`src/rtl/tdm_ft_pkg.sv`:
```
package tdm_ft_pkg;

    // Per-system-cycle events produced by the pin front end.
    typedef struct packed {
        logic smp;      // a data sample edge of the channel clock
        logic sync_det; // inactive-to-active sync seen on a sync edge
        logic dat;      // data line level aligned with smp
    } tdm_evt_t;

endpackage

```
`src/rtl/tdm_ft_sync.sv`:
```
module tdm_ft_sync #(
    parameter int unsigned WIDTH  = 3,
    parameter int unsigned STAGES = 2
) (
    input  logic             clk,
    input  logic             rst_n,
    input  logic [WIDTH-1:0] d_i,
    output logic [WIDTH-1:0] q_o
);
    typedef struct packed {
        logic [STAGES-1:0][WIDTH-1:0] stg;
    } sync_st_t;

    sync_st_t st_d, st_q;

    always_comb begin
        st_d = st_q;
        st_d.stg[0] = d_i;
        for (int i = 1; i < STAGES; i++) begin
            st_d.stg[i] = st_q.stg[i-1];
        end
    end

    always_ff @(posedge clk) begin
        if (!rst_n) st_q <= '0;
        else        st_q <= st_d;
    end

    assign q_o = st_q.stg[STAGES-1];
endmodule

```
`src/rtl/tdm_ft_edge.sv`:
```
module tdm_ft_edge
    import tdm_ft_pkg::*;
(
    input  logic     clk,
    input  logic     rst_n,
    input  logic     s_clk_i,
    input  logic     s_sync_i,
    input  logic     s_dat_i,
    input  logic     cfg_drive_fall,
    input  logic     cfg_sync_rise,
    input  logic     cfg_sync_low,
    output tdm_evt_t evt_o
);
    typedef struct packed {
        logic clk_prev; // previous synchronized channel clock
        logic act_last; // sync activity seen at the last sync edge
    } edge_st_t;

    edge_st_t st_d, st_q;
    logic rise, fall, sync_edge, act;

    always_comb begin
        st_d      = st_q;
        rise      = s_clk_i & ~st_q.clk_prev;
        fall      = ~s_clk_i & st_q.clk_prev;
        sync_edge = cfg_sync_rise ? rise : fall;
        act       = s_sync_i ^ cfg_sync_low;

        st_d.clk_prev = s_clk_i;
        if (sync_edge) st_d.act_last = act;

        evt_o.smp      = cfg_drive_fall ? rise : fall;
        evt_o.sync_det = sync_edge & act & ~st_q.act_last;
        evt_o.dat      = s_dat_i;
    end

    always_ff @(posedge clk) begin
        if (!rst_n) st_q <= '0;
        else        st_q <= st_d;
    end
endmodule

```
`src/rtl/tdm_ft_count.sv`:
```
module tdm_ft_count
    import tdm_ft_pkg::*;
#(
    parameter int unsigned SLOT_BITS = 8,
    parameter int unsigned MAX_SLOTS = 64,
    parameter int unsigned DLY_W     = 2,
    localparam int unsigned BIT_W    = $clog2(SLOT_BITS),
    localparam int unsigned SLOT_W   = $clog2(MAX_SLOTS)
) (
    input  logic              clk,
    input  logic              rst_n,
    input  tdm_evt_t          evt_i,
    input  logic              cfg_dbl_speed,
    input  logic [DLY_W-1:0]  cfg_sync_dly,
    output logic              bit_stb_o,
    output logic              bit_o,
    output logic [BIT_W-1:0]  bit_idx_o,
    output logic [SLOT_W-1:0] slot_idx_o,
    output logic              frame_start_o
);
    localparam logic [BIT_W-1:0]  LAST_BIT  = BIT_W'(SLOT_BITS - 1);
    localparam logic [SLOT_W-1:0] LAST_SLOT = SLOT_W'(MAX_SLOTS - 1);

    typedef struct packed {
        logic              half;  // double-rate: second edge of a bit pending
        logic              pend;  // sync seen, frame not started yet
        logic [DLY_W-1:0]  skip;  // bit periods still to skip
        logic              run;   // a frame is being counted
        logic [BIT_W-1:0]  nxt_b; // index of the next bit
        logic [SLOT_W-1:0] nxt_s; // slot of the next bit
        logic              stb;
        logic              dat;
        logic [BIT_W-1:0]  bidx;
        logic [SLOT_W-1:0] sidx;
        logic              fs;
    } cnt_st_t;

    cnt_st_t st_d, st_q;
    logic             half_eff, pend_eff, bit_evt;
    logic [DLY_W-1:0] skip_eff;

    always_comb begin
        st_d     = st_q;
        st_d.stb = 1'b0;
        st_d.fs  = 1'b0;

        half_eff = evt_i.sync_det ? 1'b0 : st_q.half;
        pend_eff = evt_i.sync_det | st_q.pend;
        skip_eff = evt_i.sync_det ? cfg_sync_dly : st_q.skip;
        bit_evt  = evt_i.smp & (~cfg_dbl_speed | ~half_eff);

        st_d.half = evt_i.smp ? ~half_eff : half_eff;
        st_d.pend = pend_eff;
        st_d.skip = skip_eff;

        if (bit_evt) begin
            if (pend_eff) begin
                if (skip_eff == '0) begin
                    st_d.pend  = 1'b0;
                    st_d.run   = 1'b1;
                    st_d.stb   = 1'b1;
                    st_d.fs    = 1'b1;
                    st_d.dat   = evt_i.dat;
                    st_d.bidx  = '0;
                    st_d.sidx  = '0;
                    st_d.nxt_b = BIT_W'(1);
                    st_d.nxt_s = '0;
                end else begin
                    st_d.skip = skip_eff - DLY_W'(1);
                end
            end else if (st_q.run) begin
                st_d.stb  = 1'b1;
                st_d.dat  = evt_i.dat;
                st_d.bidx = st_q.nxt_b;
                st_d.sidx = st_q.nxt_s;
                if (st_q.nxt_b == LAST_BIT) begin
                    st_d.nxt_b = '0;
                    if (st_q.nxt_s == LAST_SLOT) st_d.run   = 1'b0;
                    else                         st_d.nxt_s = st_q.nxt_s + SLOT_W'(1);
                end else begin
                    st_d.nxt_b = st_q.nxt_b + BIT_W'(1);
                end
            end
        end
    end

    always_ff @(posedge clk) begin
        if (!rst_n) st_q <= '0;
        else        st_q <= st_d;
    end

    assign bit_stb_o     = st_q.stb;
    assign bit_o         = st_q.dat;
    assign bit_idx_o     = st_q.bidx;
    assign slot_idx_o    = st_q.sidx;
    assign frame_start_o = st_q.fs;
endmodule

```
`src/rtl/tdm_frame_timer.sv`:
```
module tdm_frame_timer
    import tdm_ft_pkg::*;
#(
    parameter int unsigned SLOT_BITS   = 8,
    parameter int unsigned MAX_SLOTS   = 64,
    parameter int unsigned DLY_W       = 2,
    parameter int unsigned SYNC_STAGES = 2,
    localparam int unsigned BIT_W      = $clog2(SLOT_BITS),
    localparam int unsigned SLOT_W     = $clog2(MAX_SLOTS)
) (
    input  logic              clk,
    input  logic              rst_n,
    input  logic              cfg_shared_pins,
    input  logic              ded_clk_i,
    input  logic              ded_sync_i,
    input  logic              shr_clk_i,
    input  logic              shr_sync_i,
    input  logic              ser_data_i,
    input  logic              cfg_drive_fall,
    input  logic              cfg_sync_rise,
    input  logic              cfg_sync_low,
    input  logic              cfg_dbl_speed,
    input  logic [DLY_W-1:0]  cfg_sync_dly,
    output logic              bit_stb_o,
    output logic              bit_o,
    output logic [BIT_W-1:0]  bit_idx_o,
    output logic [SLOT_W-1:0] slot_idx_o,
    output logic              frame_start_o
);
    logic [2:0] pin_raw, pin_syn;
    tdm_evt_t   evt;
    logic       smp_edge;

    assign pin_raw[0] = cfg_shared_pins ? shr_clk_i  : ded_clk_i;
    assign pin_raw[1] = cfg_shared_pins ? shr_sync_i : ded_sync_i;
    assign pin_raw[2] = ser_data_i;

    tdm_ft_sync #(.WIDTH(3), .STAGES(SYNC_STAGES)) u_sync (
        .clk   (clk),
        .rst_n (rst_n),
        .d_i   (pin_raw),
        .q_o   (pin_syn)
    );

    tdm_ft_edge u_edge (
        .clk            (clk),
        .rst_n          (rst_n),
        .s_clk_i        (pin_syn[0]),
        .s_sync_i       (pin_syn[1]),
        .s_dat_i        (pin_syn[2]),
        .cfg_drive_fall (cfg_drive_fall),
        .cfg_sync_rise  (cfg_sync_rise),
        .cfg_sync_low   (cfg_sync_low),
        .evt_o          (evt)
    );

    assign smp_edge = evt.smp;

    tdm_ft_count #(
        .SLOT_BITS (SLOT_BITS),
        .MAX_SLOTS (MAX_SLOTS),
        .DLY_W     (DLY_W)
    ) u_count (
        .clk           (clk),
        .rst_n         (rst_n),
        .evt_i         (evt),
        .cfg_dbl_speed (cfg_dbl_speed),
        .cfg_sync_dly  (cfg_sync_dly),
        .bit_stb_o     (bit_stb_o),
        .bit_o         (bit_o),
        .bit_idx_o     (bit_idx_o),
        .slot_idx_o    (slot_idx_o),
        .frame_start_o (frame_start_o)
    );
endmodule

```
`config.mk`:
```
export PLATFORM = sky130hd
export DESIGN_NAME = tdm_frame_timer
export DESIGN_NICKNAME = d
export VERILOG_FILES = /design/src/rtl/tdm_ft_pkg.sv /design/src/rtl/tdm_ft_sync.sv /design/src/rtl/tdm_ft_edge.sv /design/src/rtl/tdm_ft_count.sv /design/src/rtl/tdm_frame_timer.sv
export SDC_FILE = /design/constraint.sdc
export NUM_CORES = 1
export LEC_CHECK = 0
export ABC_AREA = 1
export BUFFER_PORTS_ARGS = -buffer_cell sky130_fd_sc_hd__buf_2
export CAP_MARGIN = 10
export CORE_MARGIN = 3
export CORE_UTILIZATION = 50
export CTS_CLUSTER_SIZE = 20
export DETAILED_ROUTE_END_ITERATION = 8
export PLACE_DENSITY = 0.74
export SLEW_MARGIN = 10
export SYNTH_ARGS = -nofsm -noshare
export SYNTH_HDL_FRONTEND = slang
export SYNTH_HIERARCHICAL = 1
export SYNTH_SLANG_ARGS = --single-unit
```
`constraint.sdc`:
```
create_clock -name clk -period 2 [get_ports clk]
set_input_delay 0.1 -clock clk [delete_from_list [all_inputs] [get_ports clk]]
set_output_delay 0.1 -clock clk [all_outputs]
set_load 0.05 [all_outputs]
```
# Word-level counts from Yosys, hierarchy flattened
# Index checks and enable logic that the tools add are counted.
dict set report op_classes {
  add_sub_neg 3
  n_mul 0
  div_mod_pow 0
  order_cmp 0
  n_eq_ne 4
  n_shift 0
  muxes 20
  bitwise_logic 13
  n_reduce_logical 8
}
# cell n
set op_table {}
lappend op_table {{2-to-1 mux 21 bit} 2}
lappend op_table {{2-to-1 mux 25 bit} 1}
lappend op_table {{2-to-1 mux 22 bit} 1}
lappend op_table {{2-to-1 mux 6 bit} 2}
lappend op_table {{2-to-1 mux 1 bit} 10}
lappend op_table {{adder 6 x 1 -> 6 bit (second input constant)} 1}
lappend op_table {{== test 6 bit (second input constant)} 1}
lappend op_table {{2-to-1 mux 3 bit} 2}
lappend op_table {{AND reduction 3 bit} 2}
lappend op_table {{bitwise AND 1 bit} 5}
lappend op_table {{inverter 1 bit} 5}
lappend op_table {{AND reduction 5 bit} 1}
lappend op_table {{2-to-1 mux 2 bit} 2}
lappend op_table {{AND reduction 2 bit} 2}
lappend op_table {{nonzero test 2 bit} 2}
lappend op_table {{adder 3 x 1 -> 3 bit (second input constant)} 1}
lappend op_table {{== test 3 bit (second input constant)} 1}
lappend op_table {{zero test 2 bit} 1}
lappend op_table {{inequality test 2 x 1 -> 1 bit (second input constant)} 1}
lappend op_table {{inequality test 2 bit (second input constant)} 1}
lappend op_table {{bitwise OR 1 bit} 2}
lappend op_table {{subtractor 2 x 1 -> 2 bit (second input constant)} 1}
lappend op_table {{XOR 1 bit} 1}
dict set report totals {
  reg_bits 34
  latch_bits 0
  ramBits 0
  mem_bits_ro 0
  output_inout_bits 12
  mem_count 0
}

# Longest topological paths before layout
dict set report logic_depth {
  ltp_word 10
  depth_mapped 15
}

# Hierarchy
# The synthesis kept the hierarchy.
# module instances cells_per_inst area_each_um2 seq_area_each_um2
set by_module_without_submodules {}
lappend by_module_without_submodules {tdm_ft_count 1 192 1350.0 520.5}
lappend by_module_without_submodules {tdm_ft_sync 1 18 165.2 120.1}
lappend by_module_without_submodules {tdm_ft_edge 1 20 127.6 40.0}
lappend by_module_without_submodules {tdm_frame_timer 1 7 26.3 0.0}

# Least setup slack after synthesis
# OpenSTA, ideal clock, no wires.
dict set report synth_timing {
  path_type {register to register}
  start {register u_sync.st_q, in the netlist u_sync/q_o[0]}
  end {register u_count.st_q, in the netlist u_count/bit_idx_o[0]}
  setup_ns 0.134
  arrival_ns 1.725
  required_time_ns 1.866
  setup_slack_ns 0.141
  stages_incl_launch_ff 16
  path_buffers 1
  cell_sequence {dfxtp_1 inv_1 nand3_1 nand2_1 nand2_1 nor2_1 inv_2 nand3_2 nand2_2 nor2_4 nand2_2 nand2_4 inv_4 buf_8 nand2_1 a21oi_1}
}
# item line
set synth_lines {}
lappend synth_lines {{start: declaration} tdm_ft_sync.sv:14} ;# sync_st_t st_d, st_q;
lappend synth_lines {{start signal: assignment} tdm_ft_sync.sv:26} ;# else st_q <= st_d;
lappend synth_lines {{end signal: assignment} tdm_ft_count.sv:89} ;# else st_q <= st_d;
lappend synth_lines {{end: declaration} tdm_ft_count.sv:38} ;# cnt_st_t st_d, st_q;

==> reports/results.ini <==
[timing]
fin_skew_ns = 0.00749
fmax_mhz = 541
slew_violations = 0
max_slew.worst_pin.slew_ns = 0.312
layout_min_cycle_time_ns = 1.85
finalSetupViolations = 0
rsz0062_at_grt = yes
max_slew_margin_pct = 79.0
period_share_pct = 92.5
final_hold_viol_count = 0

[setup_path]
cp-start-kind = flop
worstSetupEndpointType = flop
critPathArrivalTime_ns = 2.10
critical_path_class = reg -> reg
crit_fanout = 8
r2r_cells = 14
cp.required_ns = 2.25

[synthesis]
postSynthCellCount = 237
synth_area_mm2 = 0.00167
synth_top_area_cell = dfxtp_1
yosysSeqAreaShare_pct = 40.8
avgSynthCellArea_um2 = 7.04
synth_fp_nets = 254
ys_warn_count = 6
synth_seq_cells = 34
netlist_top_cells_area = dfxtp_1, nand2_1, inv_1, nand3_1, a21oi_1
synthDominantCellAreaShare_pct = 40.8
yosysUniqueCellTypes = 28

[power_and_ir_drop]
power.leakage_uw = 0.000935
peakVddDrop_mv = 0.324
total_power_uw = 1200
power.density_mw_per_mm2 = 648

[cells_and_area]
antenna_cells = 0
final_area_mm2 = 0.00185
final_nets = 278
final_cell_mix = nand2_1, dfxtp_1, inv_1, buf_2, nand3_1
final_util_pct = 59.2
area_delta_synth_final_pct = 11.0
drive_gt1_share_pct = 22.5
fin_cells = 306
mostFrequentLayoutCell = nand2_1

[placement]
placedCellCount = 294
port_buffers = 25
dpl_cell_area_mm2 = 0.00176
gp_congestion = 0.878
hpwl_mm = 2.15

[clock_tree]
numCtsBuffers = 5
clk_pin_slew_ns = 0.10
clk_latency_ns = 0.34
clkSinkCount = 34
htree_levels = 2
cts.path.max_buffers = 2
cts_tree = done
cts-root-buf = clkbuf_4

[min_path]
hold_path.class = in -> reg
holdPathStages = 5

[global_route]
grt_max_degree = 18
antenna_found_initial = 0
grt_pass1_wl_mm = 5.30
grt_pass1_vias = 1228
grt.total_usage_pct = 16.6
grt_overflow = 0

[die]
dieHeight_um = 63.8
initial_utilization_pct = 53.4
die_area_mm2 = 0.00407
ios = 26
die_width_um = 63.8
core.rowCount = 20
core_area_mm2 = 0.00313

[drt]
wl_mm = 3.05
ant_nets = 0
vias_per_cell = 4.69
wl_per_cell_um = 9.96
drcViolationCount = 0
vias = 1434
drt_iter0_drc = 132
first_pass_iters = 5

[outcome]
status = complete, no violations

[run]
max_cap_violations = 0

## cells by family (layout without fill, tap and decap cells)
| kind of cell | count (synthesis) | in the layout | share of synthesized area (%) |
|---|---|---|---|
| flip-flops | 34 | 34 | 40.8 |
| AO/OA/AOI/OAI | 25 | 25 | 7.87 |
| XOR/XNOR | 1 | 1 | 0.525 |
| buffers and inverters | 50 | 75 | 14.9 |
| adder cells (fa/ha/maj) | 3 | 3 | 2.25 |
| AND/OR/NAND/NOR | 124 | 124 | 33.7 |
## cell usage after synthesis
library cell and instances:
o31ai_1 1, o21ai_0 5, nor2_4 3, nand2_2 3
nand3_2 2, a21oi_1 18, dfxtp_1 34, ha_1 3
and3_1 1, nor2_2 2, inv_2 4, inv_4 1
nand3_1 20, nor3_1 1, xor2_1 1, buf_1 1
nand2_1 74, buf_2 2, buf_4 10, or2_2 2
buf_8 1, nor2_1 12, clkinv_1 1, buf_6 1
nand2_4 1, a21oi_2 1, inv_1 29, nand4_1 3
## area by class of cell
| class | count | area (um^2) |
|---|---|---|
| clock buffers | 7 | 55.1 |
| clock inverters | 1 | 5.00 |
| fillers | 322 | 1270 |
| inverters | 35 | 134 |
| multi-input cells | 153 | 742 |
| flip-flops and latches | 34 | 682 |
| well taps | 44 | 55.1 |
| repair buffers | 32 | 180 |
## worst paths after layout
| kind | from | end | slack (ns) |
|---|---|---|---|
| setup / recovery | u_edge/st_q[1] | u_count/st_q[13] | 0.15 |
| hold / removal | ded_sync_i | u_sync/st_d[4] | 0.03 |
| setup reg to reg | u_edge/st_q[1] | u_count/st_q[13] | 0.15 |
| hold reg to reg | u_sync/st_d[3] | u_sync/q_o[0] | 0.42 |
## flip-flops by register name, indices dropped and copies added, names as in the netlist
register / cells
u_sync/q_o: 3
u_count/st_q: 14
u_count/bit_idx_o: 3
u_count/frame_start_o: 1
u_edge/st_q: 2
u_count/slot_idx_o: 6
u_sync/st_d: 3
u_count/bit_o: 1
u_count/bit_stb_o: 1
## stage by stage
step	setup WS [ns]	setup TNS (ns)	hold slack [ns]
3_3_place_gp	0.163	0	0.281
5_1_grt	-0.0187	-0.0187	0.0409
2_1_floorplan	0.141	0	0.193
3_5_place_dp	0.111	0	0.286
4_1_cts	0.0910	0	0.00934
6_report	0.150	0	0.0259
## where the power goes
group	internal (uW)	total, uW	switching [uW]
clock	170	399	229
sequential	690	697	7.09
combinational	40.5	105	64.3
total	901	1200	300
## critical path, stage by stage (launching register included)
cell,delay [ns]
dfxtp_1,0.35
inv_1,0.06
nand3_1,0.09
nand2_1,0.06
nand2_1,0.09
nor2_1,0.05
buf_4,0.16
nor2_4,0.14
inv_2,0.08
nor2_4,0.16
inv_1,0.08
nand2_1,0.08
nand3_2,0.14
a21oi_1,0.17
nor2_1,0.05
## routing by layer
| layer | up-vias | track usage (%) | share of wire (%) |
|---|---|---|---|
| met2 | 33 | 26.3 | 45 |
| met1 | 623 | 20.5 | 47 |
| met4 | 0 | 6.47 | 1.7 |
| met5 | - | 0 | 0 |
| met3 | 7 | 5.98 | 5.8 |
| li1 | 771 | - | - |
## repair_timing
item / in CTS / in global routing
resized for setup: 0 / 4
endpoints found under the setup margin: 0 / 19
hold endpoints to repair: 1 / 0
hold buffers: 1 / 0
buffers inserted: 0 / 3
(Power assumes the default switching activity.)
